==> src/rtl/lcdt_pkg.sv <==
package lcdt_pkg;

  localparam int HFLD_W = 8;
  localparam int VFLD_W = 6;
  localparam int HOZ_W  = 10;
  localparam int ROW_W  = 10;
  localparam int DIV_W  = 6;

  // widest line: four horizontal fields, the active count and the fixed offsets
  localparam int HCNT_W = $clog2(4 * ((1 << HFLD_W) - 1) + ((1 << HOZ_W) - 1) + 6);
  // tallest frame: three vertical fields, the active rows and the fixed offsets
  localparam int VCNT_W = $clog2(3 * ((1 << VFLD_W) - 1) + ((1 << ROW_W) - 1) + 3);

  typedef struct packed {
    logic              stnMode;
    logic [HFLD_W-1:0] vhDelay;
    logic [HFLD_W-1:0] hsWidth;
    logic [HFLD_W-1:0] hBack;
    logic [HFLD_W-1:0] hFront;
    logic [VFLD_W-1:0] vsWidth;
    logic [VFLD_W-1:0] vBack;
    logic [VFLD_W-1:0] vFront;
    logic [HOZ_W-1:0]  actCols;
    logic [ROW_W-1:0]  actRows;
    logic [DIV_W-1:0]  dotDiv;
  } timing_cfg_t;

  typedef struct packed {
    logic active;   // first dot tick seen since reset
    logic load;     // frame origin: sample config, clear both counters
    logic stepCol;  // advance one column
    logic nextRow;  // wrap column, advance row
  } seq_strobe_t;

endpackage

==> src/rtl/lcdt_ctrl.sv <==
module lcdt_ctrl
  import lcdt_pkg::*;
(
  input  logic        clk,
  input  logic        rstN,
  input  logic        pixEn,
  input  logic        atLineEnd,
  input  logic        atFrameEnd,
  output seq_strobe_t strb
);

  logic running;

  always_ff @(posedge clk) begin
    if (!rstN) begin
      running <= 1'b0;
    end else if (pixEn) begin
      running <= 1'b1;
    end
  end

  always_comb begin
    strb.active  = running;
    strb.load    = pixEn && (!running || (atLineEnd && atFrameEnd));
    strb.nextRow = pixEn && running && atLineEnd && !atFrameEnd;
    strb.stepCol = pixEn && running && !atLineEnd;
  end

  // the three sequencing actions never coincide
  p_strobe_excl_r2: assert property (@(posedge clk) disable iff (!rstN)
    $onehot0({strb.load, strb.stepCol, strb.nextRow}));

  // the first dot tick after reset opens a frame
  p_first_tick_r1: assert property (@(posedge clk) disable iff (!rstN)
    (!running && pixEn) |=> running);

  // with no enable, no counter action is requested
  p_no_tick_idle_r2: assert property (@(posedge clk) disable iff (!rstN)
    !pixEn |-> !(strb.load || strb.stepCol || strb.nextRow));

endmodule

==> src/rtl/lcdt_dpath.sv <==
module lcdt_dpath
  import lcdt_pkg::*;
#(
  parameter int DPATH_LAT = 16
) (
  input  logic              clk,
  input  logic              rstN,
  input  timing_cfg_t       cfgIn,
  input  seq_strobe_t       strb,
  output logic              atLineEnd,
  output logic              atFrameEnd,
  output logic              hsyncO,
  output logic              vsyncO,
  output logic              dataEnO,
  output logic [HCNT_W-1:0] colO,
  output logic [VCNT_W-1:0] rowO,
  output logic              cfgErrO
);

  localparam int PROD_W = HCNT_W + DIV_W;

  // position counters
  logic [HCNT_W-1:0] hPos;
  logic [VCNT_W-1:0] vPos;

  // boundaries latched at frame start
  logic              stnR;
  logic [HCNT_W-1:0] hsStartR, hsEndR, actStartR, actEndR, lineLastR;
  logic [VCNT_W-1:0] vsEndR, rowStartR, rowEndR, frameLastR;
  logic              cfgErrR;

  // next-frame boundaries from the live configuration
  logic [HCNT_W-1:0] hsStartN, hsEndN, actStartN, actEndN, lineLastN;
  logic [VCNT_W-1:0] vsEndN, rowStartN, rowEndN, frameLastN;
  logic [PROD_W-1:0] leadProd;
  logic              cfgErrN;

  always_comb begin
    hsStartN  = HCNT_W'(cfgIn.vhDelay) + HCNT_W'(1);
    hsEndN    = hsStartN + HCNT_W'(cfgIn.hsWidth) + HCNT_W'(1);
    actStartN = hsEndN + HCNT_W'(cfgIn.hBack) + HCNT_W'(1);
    actEndN   = actStartN + HCNT_W'(cfgIn.actCols) + HCNT_W'(1);
    lineLastN = actEndN + HCNT_W'(cfgIn.hFront);

    vsEndN = VCNT_W'(cfgIn.vsWidth) + VCNT_W'(1);
    if (cfgIn.stnMode) begin
      rowStartN  = '0;
      rowEndN    = VCNT_W'(cfgIn.actRows) + VCNT_W'(1);
      frameLastN = VCNT_W'(cfgIn.actRows);
    end else begin
      rowStartN  = vsEndN + VCNT_W'(cfgIn.vBack);
      rowEndN    = rowStartN + VCNT_W'(cfgIn.actRows) + VCNT_W'(1);
      frameLastN = rowEndN + VCNT_W'(cfgIn.vFront) - VCNT_W'(1);
    end

    // lead time before the first valid dot, in system clocks
    leadProd = PROD_W'(actStartN) * PROD_W'(cfgIn.dotDiv);
    cfgErrN  = (leadProd < PROD_W'(DPATH_LAT)) || (cfgIn.actCols == '0);
  end

  always_ff @(posedge clk) begin
    if (!rstN) begin
      stnR       <= 1'b0;
      hsStartR   <= '0;
      hsEndR     <= '0;
      actStartR  <= '0;
      actEndR    <= '0;
      lineLastR  <= '0;
      vsEndR     <= '0;
      rowStartR  <= '0;
      rowEndR    <= '0;
      frameLastR <= '0;
      cfgErrR    <= 1'b0;
    end else if (strb.load) begin
      stnR       <= cfgIn.stnMode;
      hsStartR   <= hsStartN;
      hsEndR     <= hsEndN;
      actStartR  <= actStartN;
      actEndR    <= actEndN;
      lineLastR  <= lineLastN;
      vsEndR     <= vsEndN;
      rowStartR  <= rowStartN;
      rowEndR    <= rowEndN;
      frameLastR <= frameLastN;
      cfgErrR    <= cfgErrN;
    end
  end

  always_ff @(posedge clk) begin
    if (!rstN) begin
      hPos <= '0;
      vPos <= '0;
    end else if (strb.load) begin
      hPos <= '0;
      vPos <= '0;
    end else if (strb.nextRow) begin
      hPos <= '0;
      vPos <= vPos + VCNT_W'(1);
    end else if (strb.stepCol) begin
      hPos <= hPos + HCNT_W'(1);
    end
  end

  logic inRowAct, inColAct, vsRaw;

  always_comb begin
    atLineEnd  = (hPos == lineLastR);
    atFrameEnd = (vPos == frameLastR);
    inRowAct   = (vPos >= rowStartR) && (vPos < rowEndR);
    inColAct   = (hPos >= actStartR) && (hPos < actEndR);
    if (stnR) begin
      vsRaw = ((vPos == '0) && (hPos >= actStartR)) ||
              ((vPos == VCNT_W'(1)) && (hPos < actStartR));
    end else begin
      vsRaw = (vPos < vsEndR);
    end
    hsyncO  = strb.active && (hPos >= hsStartR) && (hPos < hsEndR);
    dataEnO = strb.active && inRowAct && inColAct;
    vsyncO  = strb.active && vsRaw;
    colO    = hPos;
    rowO    = vPos;
    cfgErrO = cfgErrR;
  end

  // column never passes the latched line end
  p_col_bound_r2: assert property (@(posedge clk) disable iff (!rstN)
    strb.active |-> (hPos <= lineLastR));

  // counters hold when no sequencing action occurs
  p_hold_r2: assert property (@(posedge clk) disable iff (!rstN)
    !(strb.load || strb.stepCol || strb.nextRow) |=> ($stable(hPos) && $stable(vPos)));

  // valid data never overlaps horizontal sync
  p_de_clear_of_sync_r4: assert property (@(posedge clk) disable iff (!rstN)
    dataEnO |-> !hsyncO);

  // a frame start returns the raster to its origin
  p_load_origin_r8: assert property (@(posedge clk) disable iff (!rstN)
    strb.load |=> (hPos == '0) && (vPos == '0));

  // nothing is driven before the first dot tick
  p_quiet_idle_r1: assert property (@(posedge clk) disable iff (!rstN)
    !strb.active |-> !(hsyncO || vsyncO || dataEnO));

endmodule

==> src/rtl/lcd_sync_gen.sv <==
module lcd_sync_gen
  import lcdt_pkg::*;
#(
  parameter int DPATH_LAT = 16
) (
  input  logic              clk,
  input  logic              rstN,
  input  logic              pixEn,
  input  logic              stnMode,
  input  logic [HFLD_W-1:0] vhDelay,
  input  logic [HFLD_W-1:0] hsWidth,
  input  logic [HFLD_W-1:0] hBack,
  input  logic [HFLD_W-1:0] hFront,
  input  logic [VFLD_W-1:0] vsWidth,
  input  logic [VFLD_W-1:0] vBack,
  input  logic [VFLD_W-1:0] vFront,
  input  logic [HOZ_W-1:0]  actCols,
  input  logic [ROW_W-1:0]  actRows,
  input  logic [DIV_W-1:0]  dotDiv,
  output logic              hsyncO,
  output logic              vsyncO,
  output logic              dataEnO,
  output logic [HCNT_W-1:0] colO,
  output logic [VCNT_W-1:0] rowO,
  output logic              cfgErrO
);

  timing_cfg_t cfgBus;
  seq_strobe_t strb;
  logic        atLineEnd, atFrameEnd;

  always_comb begin
    cfgBus.stnMode = stnMode;
    cfgBus.vhDelay = vhDelay;
    cfgBus.hsWidth = hsWidth;
    cfgBus.hBack   = hBack;
    cfgBus.hFront  = hFront;
    cfgBus.vsWidth = vsWidth;
    cfgBus.vBack   = vBack;
    cfgBus.vFront  = vFront;
    cfgBus.actCols = actCols;
    cfgBus.actRows = actRows;
    cfgBus.dotDiv  = dotDiv;
  end

  lcdt_ctrl u_ctrl (
    .clk        (clk),
    .rstN       (rstN),
    .pixEn      (pixEn),
    .atLineEnd  (atLineEnd),
    .atFrameEnd (atFrameEnd),
    .strb       (strb)
  );

  lcdt_dpath #(.DPATH_LAT(DPATH_LAT)) u_dpath (
    .clk        (clk),
    .rstN       (rstN),
    .cfgIn      (cfgBus),
    .strb       (strb),
    .atLineEnd  (atLineEnd),
    .atFrameEnd (atFrameEnd),
    .hsyncO     (hsyncO),
    .vsyncO     (vsyncO),
    .dataEnO    (dataEnO),
    .colO       (colO),
    .rowO       (rowO),
    .cfgErrO    (cfgErrO)
  );

endmodule

==> config.mk <==
export PLATFORM = sky130hd
export DESIGN_NAME = lcd_sync_gen
export DESIGN_NICKNAME = d
export VERILOG_FILES = /design/src/rtl/lcdt_pkg.sv /design/src/rtl/lcdt_ctrl.sv /design/src/rtl/lcdt_dpath.sv /design/src/rtl/lcd_sync_gen.sv
export SDC_FILE = /design/constraint.sdc
export NUM_CORES = 1
export LEC_CHECK = 0
export ABC_AREA = 1
export BUFFER_PORTS_ARGS = -buffer_cell sky130_fd_sc_hd__buf_2
export CAP_MARGIN = 20
export CORE_UTILIZATION = 55
export DETAILED_ROUTE_END_ITERATION = 8
export PLACE_DENSITY = 0.73
export SYNTH_ARGS = -nofsm -noshare
export SYNTH_HDL_FRONTEND = slang
export SYNTH_SLANG_ARGS = --single-unit
==> constraint.sdc <==
create_clock -name clk -period 9.5 [get_ports clk]
set_clock_uncertainty 0.05 [all_clocks]
set_input_delay 1.9 -clock clk [delete_from_list [all_inputs] [get_ports clk]]
set_output_delay 1.9 -clock clk [all_outputs]
set_load 0.01 [all_outputs]
==> reports/summary.txt, run 1 <==
Status = finished clean
Worst Path Arrival = 8130 ps
Area delta synth->final = 11.0%
Most common cell after layout, fill and taps aside = nand2_1
Clock slew at reported path FFs = 60 ps
Post-CTS Setup Inserts = 0
Vias in the first global route = 10900
Crit-path max cell delay = 530 ps
Largest net degree at the start of global routing = 74
Vias = 11600
#FFs+latches synth = 117
Sink Count = 117
# rows = 53
Initial Util = 56.7%
Area share of the largest cell type after synthesis = 19.4%
Switching share of power = 50.6%
Synthesized net count = 2049
Dpl hpwl = 25.8 mm
Yosys top cell by area = dfxtp_1
Chip width = 150 um
Hold Path Depth = 2
Slowest CP cell = fa_1
Period utilization = 82.3%
Worst Path Max Fanout = 6
Power, Total = 0.00435 W
Placer Congestion = 0.944
Mean post-synth cell area = 6.83 um^2
Fmax = 128 MHz
CP dominant cell by count = nand2_1
Hold WS = 410 ps
Most frequent cells in the layout = nand2_1, inv_1, ha_1
Cell Area, Synth = 0.0121 mm^2
Post-Route WL = 32.7 mm
Antenna violations before repair = 0
Final layout net count = 2144
Pins Over Slew Limit = 0
Share of cells above drive strength 1 = 8.98%
Critical Path Source Type = input pin
Clock latency on the worst-skew pair = 430 ps
H-tree levels = 4
# setup viols final = 0
Clock share of power = 16.7%
CTS Buffer Depth = 2
Wire length per cell = 15.2 um
Final ANT Viol Nets = 0
Kind of critical path = in2reg
Setup tns final = 0 ps
Number of remaining DRC errors = 0
CTS Hold Bufs = 0
DIE AREA = 0.0225 mm^2
Top cells by area, synth = dfxtp_1, ha_1, nand2_1, inv_1, fa_1
Global-route wire length before repair = 52.5 mm
Overflow after GRT = 0
Critical Path End Type = flip-flop
Die H = 150 um
PwrDens = 325 mW/mm^2
Seq/Total Area, Yosys = 19.4%
Least-Margin Pin Slew = 752 ps
Cell count after synthesis = 1765
Iteration-0 DRC Markers = 680
Switching pwr = 0.00220 W
P_int = 0.00215 W
Ys Warns = 0
Slew Limit Headroom = 49.5%
Vias per cell = 5.41
Placeable Area = 0.0213 mm^2
Max-cap violations = 0
Gr usage total = 29.8%
Max VDD drop = 408 uV
Logic pwr share = 69.8%
I/O pin count = 107
# resized after CTS = 0
Leak pwr = 6.82 nW
Ant diodes = 0
Crit path time final = 7820 ps
1st-pass router iterations = 5
R2r worst-path depth = 12
Synth unique cells = 54
Register share of total power = 13.5%
Hold violation total from the final report = 0
CTS tree = built
Filler cells = 1984
CP required = 9810 ps
Root Driver = clkbuf_16
Number of port buffers = 106
Hold WC Path Type = reg2reg
RSZ-0062 raised after global routing = no
TritonCTS buffer count = 17
==> Yosys cell counts, drive strengths merged <==
cell type / number
nand2: 443
inv: 318
ha: 160
nor2: 131
dfxtp: 117
a21oi: 111
nand3: 98
o21ai: 84
xor2: 60
fa: 44
nand4: 31
o22ai: 28
xnor2: 27
buf: 23
nor3: 23
clkbuf: 8
or2: 7
o211ai: 6
a21o: 5
nor4: 5
a31oi: 4
and2: 4
o21a: 4
o21bai: 4
nand3b: 3
a211oi: 2
a21boi: 2
nor4b: 2
o221ai: 2
o31ai: 2
a211o: 1
a22oi: 1
a31o: 1
and3: 1
clkinv: 1
nor3b: 1
o211a: 1
==> worst max-delay path, delay by kind of cell <==
kind	cells	cell delay (ps)
compound gates	7	1000
buf+inv	6	450
fa+ha+maj	7	2710
xor+xnor	1	220
simple gates	15	1820
==> worst paths after layout <==
check / start / slack (ps) / endpoint
worst min-delay path: u_dpath.rowStartR[0] / 410 / u_dpath.rowStartR[0]
worst min register to register: u_dpath.rowStartR[0] / 410 / u_dpath.rowStartR[0]
worst max-delay path: vhDelay[0] / 1680 / u_dpath.cfgErrO
worst max register to register: u_dpath.colO[2] / 6630 / u_dpath.colO[1]
==> through the flow <==
step	utilization, %	area [um^2]	setup slack [ps]	instances
2_1_floorplan	-	12100	1940	1765
3_5_place_dp	59.8	12700	1280	2115
6_report	62.9	13400	1680	2146
5_1_grt	62.9	13400	1080	2146
3_3_place_gp	59.8	12700	1430	2115
4_1_cts	62.9	13400	1700	2145
==> state kept, by name, summed over array words and instances, names as in the netlist <==
name,count
u_dpath.actEndR,12
u_dpath.colO,12
u_dpath.lineLastR,12
u_dpath.actStartR,11
u_dpath.frameLastR,11
u_dpath.rowEndR,11
u_dpath.rowO,11
u_dpath.hsEndR,10
u_dpath.hsStartR,9
u_dpath.rowStartR,8
u_dpath.vsEndR,7
u_ctrl.running,1
u_dpath.cfgErrO,1
u_dpath.stnR,1
==> kinds of logic after synthesis <==
group	after synthesis	share of synthesized area [%]
adder cells (fa/ha/maj)	204	23.9
flip-flops	117	19.4
XOR/XNOR	87	6.38
AND/OR/NAND/NOR	749	26.4
AO/OA/AOI/OAI	258	12.2
buffers and inverters	350	11.7
==> layout make-up <==
type	count	area (um^2)	area share, %
Clock buffer	20	447	3.34
Clock inverter	10	204	1.52
Inverter	319	1200	8.96
Multi-Input combinational cell	1298	8310	62.1
Sequential cell	117	2340	17.5
Tap cell	275	344	2.57
Timing Repair Buffer	107	538	4.02
==> power groups by stage <==
stage                     Combinational (W)  Sequential (W)  Clock, W
final                               0.00303        0.000587  0.000726
after detailed placement            0.00300        0.000595         0
after global routing                0.00350        0.000593  0.000755
after global placement              0.00297        0.000594         0
after floorplan                     0.00234        0.000588         0
after CTS                           0.00302        0.000586  0.000728
==> metal layers <==
metal,up-vias,global-route usage (%),wire (um)
met4,0,6.46,414
met1,5362,40.2,15100
met2,348,49.7,15100
met3,42,4.85,2090
li1,5864,-,-
met5,-,0,0
Power figures use the tool's default switching activity.
==> run 2, diff against run 1 <==
--- a/config.mk
+++ b/config.mk
@@ -10,7 +10,7 @@
 export CAP_MARGIN = 20
 export CORE_UTILIZATION = 55
 export DETAILED_ROUTE_END_ITERATION = 8
-export PLACE_DENSITY = 0.73
+export PLACE_DENSITY = 0.75
 export SYNTH_ARGS = -nofsm -noshare
 export SYNTH_HDL_FRONTEND = slang
 export SYNTH_SLANG_ARGS = --single-unit
==> constraint.sdc (replaced) <==
create_clock -name clk -period 6.7 [get_ports clk]
set_clock_uncertainty 0.05 [all_clocks]
set_input_delay 1.34 -clock clk [delete_from_list [all_inputs] [get_ports clk]]
set_output_delay 1.34 -clock clk [all_outputs]
set_load 0.01 [all_outputs]
==> reports/summary.txt, run 2 (synthesis gave the netlist of run 1 again) <==
Area delta synth->final = 21.8%
Crit-path max cell delay = 540 ps (about the same)
DIE AREA = 0.0225 mm^2 (unchanged)
Share of cells above drive strength 1 = 18.7% (+9.8 points)
Hold Path Depth = 2 (unchanged)
Pins Over Slew Limit = 0 (unchanged)
Critical Path End Type = flip-flop
Reg-to-reg setup timing slack = 3900 ps (-2730 ps)
Status = finished clean
Antenna violations before repair = 0 (unchanged)
Hold WS = 411 ps (+1.20 ps)
Fmax = 152 MHz
Crit path time final = 6590 ps
RSZ-0062 raised after global routing = yes
Final cell count without fillers = 2239 (+4.3%)
H-tree levels = 4 (unchanged)
Reg2reg end = u_dpath.colO[0]
Vias in the first global route = 11400 (+4.3%)
Most common cell after layout, fill and taps aside = nand2_1
Wire length per cell = 15.4 um (+1.1%)
WHS Endpoint = u_dpath.actEndR[0]
Reg-to-Reg Start = u_dpath.rowO[1]
Hold WC Path Type = reg2reg
Worst Path Max Fanout = 8 (+2)
Chip width = 150 um (unchanged)
CTS Hold Bufs = 0 (unchanged)
Dpl hpwl = 26.2 mm (+1.7%)
Kind of critical path = in2reg
Period utilization = 98.3%
Slew Limit Headroom = 48.2% (-1.3 points)
Max-cap violations = 0 (unchanged)
TritonCTS buffer count = 17 (unchanged)
Slowest CP cell = fa_1
I/O pin count = 107 (unchanged)
Clock latency on the worst-skew pair = 420 ps (about the same)
Hold Crit Start = u_dpath.actEndR[0]
Least-Margin Pin Slew = 771 ps (+19.4 ps)
Overflow after GRT = 0 (unchanged)
Iteration-0 DRC Markers = 705 (+3.7%)
Most frequent cells in the layout = nand2_1, inv_1, ha_1
Gr usage total = 30.7% (+0.86 points)
Sink Count = 117 (unchanged)
Dpl cells = 2197 (+3.9%)
Final ANT Viol Nets = 0 (unchanged)
Ant diodes = 0 (unchanged)
1st-pass router iterations = 5 (unchanged)
CTS tree = built
# setup viols final = 0 (unchanged)
PwrDens = 515 mW/mm^2 (+58%)
CTS Buffer Depth = 2 (unchanged)
Clock slew at reported path FFs = 60 ps (about the same)
Worst Path Arrival = 6890 ps (-1240 ps)
Number of remaining DRC errors = 0 (unchanged)
Critical Path Source Type = input pin
Placeable Area = 0.0213 mm^2 (unchanged)
Hold violation total from the final report = 0 (unchanged)
Number of port buffers = 106 (unchanged)
R2r worst-path depth = 14 (+2)
Post-Route WL = 34.5 mm (+5.4%)
Max VDD drop = 880 uV (+120%)
Die H = 150 um (unchanged)
Final layout net count = 2236 (+4.3%)
Vias per cell = 5.36 (-0.95%)
Global-route wire length before repair = 54.2 mm (+3.3%)
Placer Congestion = 0.910 (-3.6%)
Root Driver = clkbuf_16
Leak pwr = 7.33 nW (+7.5%)
Vias = 12000 (+3.3%)
Initial Util = 56.7% (unchanged)
Largest net degree at the start of global routing = 74 (unchanged)
# rows = 53 (unchanged)
CP required = 7000 ps (-2810 ps)
run 2: worst max-delay path by stage:
stage | from | slack (ps) | end | cells after the start
final | vhDelay[1] | 110 | u_dpath.cfgErrO | 36
after global routing | vhDelay[1] | -160 | u_dpath.cfgErrO | 39
after CTS | vhDelay[0] | 3 | u_dpath.cfgErrO | 37
after detailed placement | vhDelay[1] | -560 | u_dpath.cfgErrO | 35
after global placement | vhDelay[0] | -510 | u_dpath.cfgErrO | 38
after floorplan | vhDelay[0] | 10 | u_dpath.cfgErrO | 38
run 2: layer usage:
metal,vias to the layer above,global-route usage (%),wire length (um)
met5,-,0,0
met4,0,12.8,1150
met2,350,54.7,17000
li1,6054,-,-
met1,5523,36.9,14700
met3,77,3.84,1650
run 2: report_power, final:
part / internal (W) / switching [W] / total, W / leakage [nW]
logic: 0.00240 / 0.00331 / 0.00572 / 6.05
registers: 0.000789 / 0.0000438 / 0.000833 / 0.956
clock network: 0.000686 / 0.000322 / 0.00101 / 0.320
run 2: area by class of cell:
type | count | area (um^2)
Clock inverter | 9 | 174
Fill cell | 1812 | 6600
Clock buffer | 22 | 474
Inverter | 319 | 1200
Timing Repair Buffer | 199 | 1260
Multi-Input combinational cell | 1298 | 8890
Sequential cell | 117 | 2340
Tap cell | 275 | 344
run 2: repair_timing:
item                       CTS  global route
setup buffers                3             8
gates resized for setup      9            88
setup endpoints to repair    1             1
pin swaps                    5            55
gates cloned                 0             0
run 2: per-stage QoR:
stage	total power, W	cell area (um^2)	setup TNS [ps]	utilization (%)	setup slack [ps]
final	0.00756	14700	0	69.0	111
after global placement	0.00595	13500	-511	63.5	-511
after global routing	0.00829	14700	-161	69.0	-161
after CTS	0.00711	14300	0	67.0	2.68
after floorplan	0.00466	12200	0	-	10.9
after detailed placement	0.00602	13500	-556	63.6	-556
run 2: critical path: cells and delay by family:
| kind | cells | cell delay [ps] |
|---|---|---|
| XOR/XNOR | 1 | 180 |
| AND/OR/NAND/NOR | 18 | 1980 |
| AO/OA/AOI/OAI | 4 | 490 |
| adder cells (fa/ha/maj) | 7 | 2430 |
| buffers and inverters | 6 | 450 |
==> run 3, diff against run 2 <==
--- a/config.mk
+++ b/config.mk
@@ -8,9 +8,10 @@
 export ABC_AREA = 1
 export BUFFER_PORTS_ARGS = -buffer_cell sky130_fd_sc_hd__buf_2
 export CAP_MARGIN = 20
-export CORE_UTILIZATION = 55
+export CORE_UTILIZATION = 50
+export CTS_BUF_LIST = sky130_fd_sc_hd__clkbuf_4 sky130_fd_sc_hd__clkbuf_8
 export DETAILED_ROUTE_END_ITERATION = 8
-export PLACE_DENSITY = 0.75
+export PLACE_DENSITY = 0.69
 export SYNTH_ARGS = -nofsm -noshare
 export SYNTH_HDL_FRONTEND = slang
 export SYNTH_SLANG_ARGS = --single-unit
==> reports/summary.txt, run 3 (synthesis gave the netlist of run 1 again) <==
Status = finished clean
Die H = 157 um (+4.8%)
Final ANT Viol Nets = 0 (unchanged)
GR Layer Usage met3 = 4.16% (+0.32 points)
Overflow after GRT = 0 (unchanged)
Hold violation total from the final report = 0 (unchanged)
Power, Total = 0.00699 W (-7.5%)
PwrDens = 486 mW/mm^2 (-5.5%)
Wire length per cell = 14.8 um (-3.9%)
Crit path time final = 6590 ps (+0.990 ps)
H-tree levels = 4 (unchanged)
Sink Count = 117 (unchanged)
Max-cap violations = 0 (unchanged)
1st-pass router iterations = 7 (+2)
Vias in the first global route = 11100 (-2.4%)
Dpl hpwl = 26.5 mm (+1.1%)
Crit-path max cell delay = 550 ps (about the same)
Grt peak-use layer = met2
Hold WS = 411 ps (-0.131 ps)
Dpl cells = 2238 (+1.9%)
Final cell count without fillers = 2273 (+1.5%)
Antenna violations before repair = 0 (unchanged)
Vias per cell = 5.22 (-2.6%)
Hold Crit Start = u_dpath.lineLastR[1]
Final layout net count = 2225 (-0.49%)
Gr usage total = 27.6% (-3.1 points)
# rows = 56 (+5.7%)
WHS Endpoint = u_dpath.lineLastR[1]
CP dominant cell by count = nand2_1
Hold Path Depth = 2 (unchanged)
Leak pwr = 7.18 nW (-2.0%)
R2r worst-path depth = 14 (unchanged)
M2 GR Usage = 47.4% (-7.4 points)
M1 GR Usage = 35.6% (-1.2 points)
Final Util = 61.1% (-7.9 points)
Area delta synth->final = 19.2%
Number of port buffers = 106 (unchanged)
Reg-to-reg setup timing slack = 3920 ps (+20 ps)
Reg2reg end = u_dpath.colO[1]
TritonCTS buffer count = 17 (unchanged)
CTS Buffer Depth = 2 (unchanged)
Most common cell after layout, fill and taps aside = nand2_1
Iteration-0 DRC Markers = 854 (+21%)
Largest net degree at the start of global routing = 74 (unchanged)
CTS tree = built
Placer Congestion = 0.890 (-2.2%)
Hold WC Path Type = reg2reg
I/O pin count = 107 (unchanged)
Chip width = 157 um (+4.8%)
Root Driver = clkbuf_8
Critical Path End Type = flip-flop
CP required = 7040 ps (+40 ps)
Least-Margin Pin Slew = 599 ps (-172 ps)
Placeable Area = 0.0235 mm^2 (+11%)
Clock slew at reported path FFs = 80 ps (+20 ps)
Reg-to-Reg Start = u_dpath.rowO[1]
Initial Util = 51.2% (-5.4 points)
Worst Path Arrival = 6930 ps (+40 ps)
Critical Path Source Type = input pin
Slew Limit Headroom = 60.0% (+12 points)
Period utilization = 98.4% (about the same)
Global-route wire length before repair = 53.5 mm (-1.3%)
Worst Path Max Fanout = 5 (-3)
CTS Hold Bufs = 0 (unchanged)
Vias = 11900 (-1.1%)
Share of cells above drive strength 1 = 17.2% (-1.5 points)
Kind of critical path = in2reg
Max VDD drop = 611 uV (-31%)
Pins Over Slew Limit = 0 (unchanged)
Post-Route WL = 33.6 mm (-2.5%)
Fmax = 152 MHz (about the same)
Clock latency on the worst-skew pair = 450 ps (+30 ps)
Number of remaining DRC errors = 0 (unchanged)
DIE AREA = 0.0247 mm^2 (+9.9%)
Slowest CP cell = fa_1
Setup tns final = 0 ps (unchanged)
# setup viols final = 0 (unchanged)
RSZ-0062 raised after global routing = yes
Most frequent cells in the layout = nand2_1, inv_1, ha_1
Ant diodes = 0 (unchanged)
==> run 3: changes by cell type in the layout (fill, tap and decap cells not counted), sizes merged <==
| cell | delta |
|---|---|
| buf | -12 |
| clkinvlp | +2 |
| clkinv | -2 |
| inv | +2 |
==> run 3: report_power, final <==
group	leakage [nW]	total [W]	internal (W)	switching, W
Combinational	5.99	0.00538	0.00223	0.00315
Sequential	0.956	0.000829	0.000788	0.0000414
Clock	0.234	0.000777	0.000473	0.000304
Total	7.18	0.00699	0.00349	0.00350
==> run 3: per-stage QoR <==
step	setup slack [ps]	area, um^2
3_5_place_dp	-584	13600
2_1_floorplan	10.9	12200
3_3_place_gp	-485	13600
6_report	110	14400
5_1_grt	-186	14400
4_1_cts	13.9	14000
==> run 3: worst max path at each step <==
stage | from | end | slack [ps]
after CTS | vhDelay[1] | u_dpath.cfgErrO | 10
after detailed placement | vhDelay[1] | u_dpath.cfgErrO | -580
final | vhDelay[1] | u_dpath.cfgErrO | 110
after global routing | vhDelay[0] | u_dpath.cfgErrO | -190
after floorplan | vhDelay[0] | u_dpath.cfgErrO | 10
after global placement | vhDelay[0] | u_dpath.cfgErrO | -480
==> run 3: what timing repair did <==
action	in CTS	in global routing
pin swaps	0	12
endpoints found under the setup margin	1	1
gates resized for setup	3	57
hold endpoints to repair	0	0
setup buffers	0	2
==> run 3: final cells by class <==
cell class	instances	area [um^2]
fillers	2276	9170
inverters	319	1200
multi-input cells	1298	8810
clock buffers	21	277
flip-flops and latches	117	2340
repair buffers	188	1150
well taps	319	399
clock inverters	11	196
==> run 3: layer usage <==
layer | up-vias | part of all wire [%]
met5 | - | 0
met4 | 0 | 1.8
li1 | 6029 | -
met2 | 338 | 49
met1 | 5468 | 44
met3 | 39 | 5.6
==> run 3: worst max-delay path: cells and delay by family <==
kind                     cells  cell delay [ps]
AO/OA/AOI/OAI                5              600
buffers and inverters        6              390
XOR/XNOR                     2              440
AND/OR/NAND/NOR             18             1740
adder cells (fa/ha/maj)      7             2400
